$ cat src/rtl/ipt_pkg.sv
package ipt_pkg;
   localparam int unsigned MAX_CPU = 4;

   typedef enum logic [2:0] {
      RA_CTRL    = 3'd0,
      RA_IPI_SET = 3'd1,
      RA_IPI_CLR = 3'd2,
      RA_TMR_CLR = 3'd3
   } reg_addr_e;

   typedef struct packed {
      logic [MAX_CPU-1:0] ipi_set;
      logic [MAX_CPU-1:0] ipi_clr;
      logic [MAX_CPU-1:0] tmr_clr;
      logic               bad;
   } wr_cmd_t;
endpackage

$ cat src/rtl/ipt_pend_cell.sv
module ipt_pend_cell #(
   parameter bit SET_FIRST = 1'b1
) (
   input  logic clk,
   input  logic rst_n,
   input  logic set_i,
   input  logic clr_i,
   output logic q_o,
   output logic warn_set_o,
   output logic warn_clr_o
);
   logic q_n;

   generate
      if (SET_FIRST) begin : g_set_then_clr
         always_comb begin
            q_n        = (q_o | set_i) & ~clr_i;
            warn_set_o = set_i & q_o;
            warn_clr_o = clr_i & ~(q_o | set_i);
         end
      end else begin : g_clr_then_set
         always_comb begin
            q_n        = (q_o & ~clr_i) | set_i;
            warn_set_o = set_i & q_o & ~clr_i;
            warn_clr_o = clr_i & ~q_o;
         end
      end
   endgenerate

   always_ff @(posedge clk or negedge rst_n) begin
      if (!rst_n) q_o <= 1'b0;
      else        q_o <= q_n;
   end
endmodule

$ cat src/rtl/ipt_wr_decode.sv
module ipt_wr_decode
   import ipt_pkg::*;
#(
   parameter int unsigned NUM_CPU    = 4,
   parameter int unsigned BUS_W      = 64,
   parameter int unsigned ADDR_W     = 3,
   parameter int unsigned REQ_LSB    = 12,
   parameter int unsigned IPICLR_LSB = 8,
   parameter int unsigned TMRCLR_LSB = 4,
   parameter int unsigned ACK_BIT    = 28,
   parameter logic [NUM_CPU-1:0] PRESENT_MASK = '1
) (
   input  logic              wr_i,
   input  logic [ADDR_W-1:0] addr_i,
   input  logic [BUS_W-1:0]  wdata_i,
   output wr_cmd_t           cmd_o
);
   localparam int unsigned FIELD_W = MAX_CPU;
   localparam logic [ADDR_W-1:0] A_CTRL    = ADDR_W'(RA_CTRL);
   localparam logic [ADDR_W-1:0] A_IPI_SET = ADDR_W'(RA_IPI_SET);
   localparam logic [ADDR_W-1:0] A_IPI_CLR = ADDR_W'(RA_IPI_CLR);
   localparam logic [ADDR_W-1:0] A_TMR_CLR = ADDR_W'(RA_TMR_CLR);

   logic [FIELD_W-1:0] f_req, f_iclr, f_tclr;
   logic [NUM_CPU-1:0] f_low;
   logic               f_ack, ctrl_hit, low_hit;
   logic               unused_wdata;

   assign f_req    = wdata_i[REQ_LSB    +: FIELD_W];
   assign f_iclr   = wdata_i[IPICLR_LSB +: FIELD_W];
   assign f_tclr   = wdata_i[TMRCLR_LSB +: FIELD_W];
   assign f_ack    = wdata_i[ACK_BIT];
   assign f_low    = wdata_i[NUM_CPU-1:0];
   assign ctrl_hit = (|f_req) | (|f_iclr) | (|f_tclr) | f_ack;
   assign low_hit  = |f_low;
   assign unused_wdata = ^wdata_i;

   always_comb begin
      cmd_o = '0;
      if (wr_i) begin
         unique case (addr_i)
            A_CTRL: begin
               if (ctrl_hit) begin
                  cmd_o.ipi_set[NUM_CPU-1:0] = f_req[NUM_CPU-1:0]  & PRESENT_MASK;
                  cmd_o.ipi_clr[NUM_CPU-1:0] = f_iclr[NUM_CPU-1:0] & PRESENT_MASK;
                  cmd_o.tmr_clr[NUM_CPU-1:0] = f_tclr[NUM_CPU-1:0] & PRESENT_MASK;
               end else begin
                  cmd_o.bad = 1'b1;
               end
            end
            A_IPI_SET: begin
               if (low_hit) cmd_o.ipi_set[NUM_CPU-1:0] = f_low & PRESENT_MASK;
               else         cmd_o.bad = 1'b1;
            end
            A_IPI_CLR: begin
               if (low_hit) cmd_o.ipi_clr[NUM_CPU-1:0] = f_low & PRESENT_MASK;
               else         cmd_o.bad = 1'b1;
            end
            A_TMR_CLR: begin
               if (low_hit) cmd_o.tmr_clr[NUM_CPU-1:0] = f_low & PRESENT_MASK;
               else         cmd_o.bad = 1'b1;
            end
            default: cmd_o.bad = 1'b1;
         endcase
      end
   end
endmodule

$ cat src/rtl/ipt_readback.sv
module ipt_readback
   import ipt_pkg::*;
#(
   parameter int unsigned NUM_CPU    = 4,
   parameter int unsigned BUS_W      = 64,
   parameter int unsigned ADDR_W     = 3,
   parameter int unsigned IPICLR_LSB = 8,
   parameter int unsigned TMRCLR_LSB = 4,
   parameter bit          RD_REG     = 1'b1,
   localparam int unsigned ID_W      = $clog2(NUM_CPU)
) (
   input  logic               clk,
   input  logic               rst_n,
   input  logic               rd_i,
   input  logic [ADDR_W-1:0]  addr_i,
   input  logic [ID_W-1:0]    cpu_i,
   input  logic [NUM_CPU-1:0] ipi_i,
   input  logic [NUM_CPU-1:0] tmr_i,
   output logic [BUS_W-1:0]   rdata_o,
   output logic               rvalid_o
);
   localparam logic [ADDR_W-1:0] A_CTRL = ADDR_W'(RA_CTRL);

   logic [BUS_W-1:0] word;

   always_comb begin
      word = '0;
      if (addr_i == A_CTRL) begin
         word[IPICLR_LSB +: NUM_CPU] = ipi_i;
         word[TMRCLR_LSB +: NUM_CPU] = tmr_i;
         word[ID_W-1:0]              = cpu_i;
      end
   end

   generate
      if (RD_REG) begin : g_reg
         always_ff @(posedge clk or negedge rst_n) begin
            if (!rst_n) begin
               rdata_o  <= '0;
               rvalid_o <= 1'b0;
            end else begin
               rvalid_o <= rd_i;
               rdata_o  <= rd_i ? word : '0;
            end
         end
      end else begin : g_comb
         logic unused_clk;
         assign unused_clk = clk ^ rst_n;
         assign rvalid_o   = rd_i;
         assign rdata_o    = rd_i ? word : '0;
      end
   endgenerate
endmodule

$ cat src/rtl/ipt_intr_ctrl.sv
module ipt_intr_ctrl
   import ipt_pkg::*;
#(
   parameter int unsigned NUM_CPU    = 4,
   parameter int unsigned BUS_W      = 64,
   parameter int unsigned ADDR_W     = 3,
   parameter int unsigned REQ_LSB    = 12,
   parameter int unsigned IPICLR_LSB = 8,
   parameter int unsigned TMRCLR_LSB = 4,
   parameter int unsigned ACK_BIT    = 28,
   parameter logic [NUM_CPU-1:0] PRESENT_MASK = '1,
   parameter bit          RD_REG     = 1'b1,
   localparam int unsigned ID_W      = $clog2(NUM_CPU)
) (
   input  logic               clk,
   input  logic               rst_n,
   input  logic               tick_i,
   input  logic               bus_wr_i,
   input  logic               bus_rd_i,
   input  logic [ADDR_W-1:0]  bus_addr_i,
   input  logic [BUS_W-1:0]   bus_wdata_i,
   input  logic [ID_W-1:0]    bus_cpu_i,
   output logic [BUS_W-1:0]   bus_rdata_o,
   output logic               bus_rvalid_o,
   output logic [NUM_CPU-1:0] ipi_irq_o,
   output logic [NUM_CPU-1:0] tmr_irq_o,
   output logic               err_o,
   output logic               warn_o
);
   initial begin
      assert (NUM_CPU >= 2 && NUM_CPU <= MAX_CPU)
         else $error("NUM_CPU must be 2..%0d", MAX_CPU);
      assert (BUS_W > ACK_BIT && BUS_W >= REQ_LSB + MAX_CPU)
         else $error("bus too narrow for control fields");
      assert (ADDR_W >= 2) else $error("ADDR_W must reach the dedicated registers");
      assert (TMRCLR_LSB >= ID_W) else $error("identifier overlaps timer field");
   end

   wr_cmd_t            cmd;
   logic [NUM_CPU-1:0] ipi_q, tmr_q, ipi_wset, ipi_wclr;
   logic               err_q, warn_q;

   ipt_wr_decode #(
      .NUM_CPU(NUM_CPU), .BUS_W(BUS_W), .ADDR_W(ADDR_W),
      .REQ_LSB(REQ_LSB), .IPICLR_LSB(IPICLR_LSB), .TMRCLR_LSB(TMRCLR_LSB),
      .ACK_BIT(ACK_BIT), .PRESENT_MASK(PRESENT_MASK)
   ) u_dec (
      .wr_i(bus_wr_i), .addr_i(bus_addr_i), .wdata_i(bus_wdata_i), .cmd_o(cmd)
   );

   for (genvar i = 0; i < NUM_CPU; i++) begin : g_cpu
      if (PRESENT_MASK[i]) begin : g_present
         logic tmr_unused_ws, tmr_unused_wc;
         ipt_pend_cell #(.SET_FIRST(1'b1)) u_ipi (
            .clk(clk), .rst_n(rst_n),
            .set_i(cmd.ipi_set[i]), .clr_i(cmd.ipi_clr[i]),
            .q_o(ipi_q[i]), .warn_set_o(ipi_wset[i]), .warn_clr_o(ipi_wclr[i])
         );
         ipt_pend_cell #(.SET_FIRST(1'b0)) u_tmr (
            .clk(clk), .rst_n(rst_n),
            .set_i(tick_i), .clr_i(cmd.tmr_clr[i]),
            .q_o(tmr_q[i]), .warn_set_o(tmr_unused_ws), .warn_clr_o(tmr_unused_wc)
         );
      end else begin : g_absent
         assign ipi_q[i]    = 1'b0;
         assign tmr_q[i]    = 1'b0;
         assign ipi_wset[i] = 1'b0;
         assign ipi_wclr[i] = 1'b0;
      end
   end

   always_ff @(posedge clk or negedge rst_n) begin
      if (!rst_n) begin
         err_q  <= 1'b0;
         warn_q <= 1'b0;
      end else begin
         err_q  <= cmd.bad;
         warn_q <= |(ipi_wset | ipi_wclr);
      end
   end

   ipt_readback #(
      .NUM_CPU(NUM_CPU), .BUS_W(BUS_W), .ADDR_W(ADDR_W),
      .IPICLR_LSB(IPICLR_LSB), .TMRCLR_LSB(TMRCLR_LSB), .RD_REG(RD_REG)
   ) u_rb (
      .clk(clk), .rst_n(rst_n), .rd_i(bus_rd_i), .addr_i(bus_addr_i),
      .cpu_i(bus_cpu_i), .ipi_i(ipi_q), .tmr_i(tmr_q),
      .rdata_o(bus_rdata_o), .rvalid_o(bus_rvalid_o)
   );

   assign ipi_irq_o = ipi_q;
   assign tmr_irq_o = tmr_q;
   assign err_o     = err_q;
   assign warn_o    = warn_q;
endmodule

$ cat config.mk
export PLATFORM = sky130hd
export DESIGN_NAME = ipt_intr_ctrl
export DESIGN_NICKNAME = d
export VERILOG_FILES = /design/src/rtl/ipt_pkg.sv /design/src/rtl/ipt_pend_cell.sv /design/src/rtl/ipt_wr_decode.sv /design/src/rtl/ipt_readback.sv /design/src/rtl/ipt_intr_ctrl.sv
export SDC_FILE = /design/constraint.sdc
export NUM_CORES = 1
export LEC_CHECK = 0
export BUFFER_PORTS_ARGS = -buffer_cell sky130_fd_sc_hd__buf_4
export CAP_MARGIN = 0
export CORE_AREA = 2 2 65 67
export DETAILED_ROUTE_END_ITERATION = 7
export DIE_AREA = 0 0 67 69
export GPL_TIMING_DRIVEN = 0
export HOLD_SLACK_MARGIN = 0.08
export PLACE_DENSITY = 0.91
export SLEW_MARGIN = 20
export SYNTH_ARGS = -nofsm -noshare
export SYNTH_HDL_FRONTEND = slang
export SYNTH_HIERARCHICAL = 1
export SYNTH_SLANG_ARGS = --single-unit
export TNS_END_PERCENT = 50
$ cat constraint.sdc
create_clock -name clk -period 1.9 [get_ports clk]
set_input_delay 0.095 -clock clk [delete_from_list [all_inputs] [get_ports clk]]
set_output_delay 0.095 -clock clk [all_outputs]
set_load 0.05 [all_outputs]
==> out/metrics.yaml <==
status:
  status: "finished clean"
floorplanning:
  initial_core_util_pct: 37.2
  ios: 149
  num_rows: 23
  die_h_um: 69
  die_w_um: 67
  coreArea_um2: 3910
  design.die.area_um2: 4620
power:
  comb_power_share_pct: 45.1
  p_sw_w: 0.000610
  switching_share_pct: 42.4
  ir_drop_uv: 232
  internal_power_w: 0.000828
  pwr-share-seq_pct: 35.5
  p_clk_share_pct: 19.4
  leakage_nw: 1.22
  powerDensity_nw_per_um2: 664
grt:
  track_usage_pct: 13.3
  antenna_found_initial: 0
  grt_max_degree: 22
  grt_overflow: 0
  grt_pass1_vias: 1170
  grt_pass1_wl_mm: 4.91
timing:
  period_share_pct: 72.6
  fmax_mhz: 725
  setup_slack_ns: 0.520
  fin_setup_tns_ns: 0
  setup_viol: 0
  holdWs_ns: 0.0997
  finalMaxSlewViolations: 0
  rsz0062_at_grt: "no"
  clock_skew_ns: 0.00322
  period_minus_slack_ns: 1.38
  finalHoldViolCount: 0
placed_design:
  hpwl_mm: 2.62
  routabilityCongestion: 0.864
  placed_area_um2: 2070
  numPortBuffers: 47
  dpl.cell_count: 302
  pre_cts_ws_ns: 0.229
synthesis:
  syn_inst: 152
  synthesis.area_um2: 1460
  avgSynthCellArea_um2: 9.58
  yosysWarningCount: 6
cts:
  clock_sinks: 21
  cts_resized: 0
  clk_pin_slew_ns: 0.07
  clock_path_buffers: 2
  cts_buffers: 3
  cts_setup_buffers: 0
  clock_latency_ns: 0.25
  cts_tree: "yes"
  htreeDepth: 1
  cts_root_buf: "clkbuf_8"
  postCtsHoldBufs: 5
final_layout:
  layout.cells.non_filler: 311
  area_growth_pct: 48.8
  final_layout_size_suffix_gt1_share_pct: 44.4
  nets: 336
  stdcell_area_um2: 2170
  diodes: 0
detailed_routing:
  post_drt_via_cell_ratio: 3.80
  drt-total-wl_mm: 3.06
  wire_per_inst_um: 9.84
  dr.pass1.iters: 4
  post-route-drc-count: 0
  dr_total_vias: 1182
  drtAntennaViolNets: 0
  dr.first_iter.drc_count: 111
run:
  max_cap_violations: 0
worst_setup_path:
  cp_max_fo: 10
  r2r_cells: 3
  r2r_slack_ns: 0.79
  r2r-start: "g_cpu[0].g_present.u_ipi/q_o"
  crit_path_end_kind: "flip-flop"
  crit_arrival_ns: 1.51
  criticalPathCategory: "in -> reg"
  startpoint: "bus_addr_i[1]"
  crit_required_ns: 2.03
  crit_path_start_kind: "input port"
min_path:
  hold_start: "bus_wr_i"
  hold_path_class: "in -> reg"
  min_path_cells: 2
==> cell type report <==
| cell class | count | area (µm²) |
|---|---|---|
| Buffer | 56 | 415 |
| Clock buffer | 3 | 41.3 |
| Clock inverter | 1 | 5.00 |
| Fill cell | 358 | 1750 |
| Inverter | 4 | 15.0 |
| Multi-Input combinational cell | 124 | 699 |
| Sequential cell | 21 | 526 |
| Tap cell | 50 | 62.6 |
| Timing Repair Buffer | 52 | 403 |
==> critical path, cell delays in order <==
cell	delay, ns
buf_4	0.13
buf_2	0.20
or2_2	0.36
nor2_1	0.24
nor3b_2	0.07
nor4_1	0.34
nand2_1	0.08
==> layout by cell type (no fill, tap or decap), drive strengths merged, types with 5 or more instances in the layout <==
cell,n
buf,103
nor2,10
mux2i,8
dfrtp,21
dlygate4sd3,5
nor4,5
conb,54
nand2,5
and2,14
==> state kept, by name, indices dropped and copies added, names as in the netlist <==
name / flops
err_o: 1
g_cpu.g_present.u_ipi/q_o: 4
g_cpu.g_present.u_tmr/q_o: 4
u_rb/rdata_o: 10
u_rb/rvalid_o: 1
warn_o: 1
==> worst paths after layout <==
| check | endpoint |
|---|---|
| min reg2reg | g_cpu[3].g_present.u_tmr/q_o |
| min in group asynchronous | u_rb/rdata_o[10] |
| max | warn_o |
| min | err_o |
| max in group asynchronous | g_cpu[2].g_present.u_ipi/q_o |
| max reg2reg | warn_o |
==> per-stage QoR <==
step                util (%)  power, W
global placement        52.9   0.00115
floorplan                  -   0.00102
detailed placement      52.9   0.00116
finish                  55.4   0.00144
CTS                     55.4   0.00144
global route            55.4   0.00151
==> layer usage <==
| metal | vias up | global-route usage, % | routed length (µm) |
|---|---|---|---|
| li1 | 609 | - | - |
| met1 | 507 | 15.4 | 1150 |
| met2 | 64 | 23.3 | 1580 |
| met3 | 2 | 2.28 | 324 |
| met4 | 0 | 5.90 | 7 |
| met5 | - | 0 | 0 |
==> power groups by stage <==
| stage | clock [W] | combinational (W) | sequential, W |
|---|---|---|---|
| after global placement | 0 | 0.000631 | 0.000517 |
| final | 0.000279 | 0.000649 | 0.000511 |
| after floorplan | 0 | 0.000388 | 0.000631 |
| after CTS | 0.000286 | 0.000645 | 0.000511 |
| after global routing | 0.000310 | 0.000680 | 0.000517 |
| after detailed placement | 0 | 0.000636 | 0.000520 |
(Power assumes the default switching activity.)
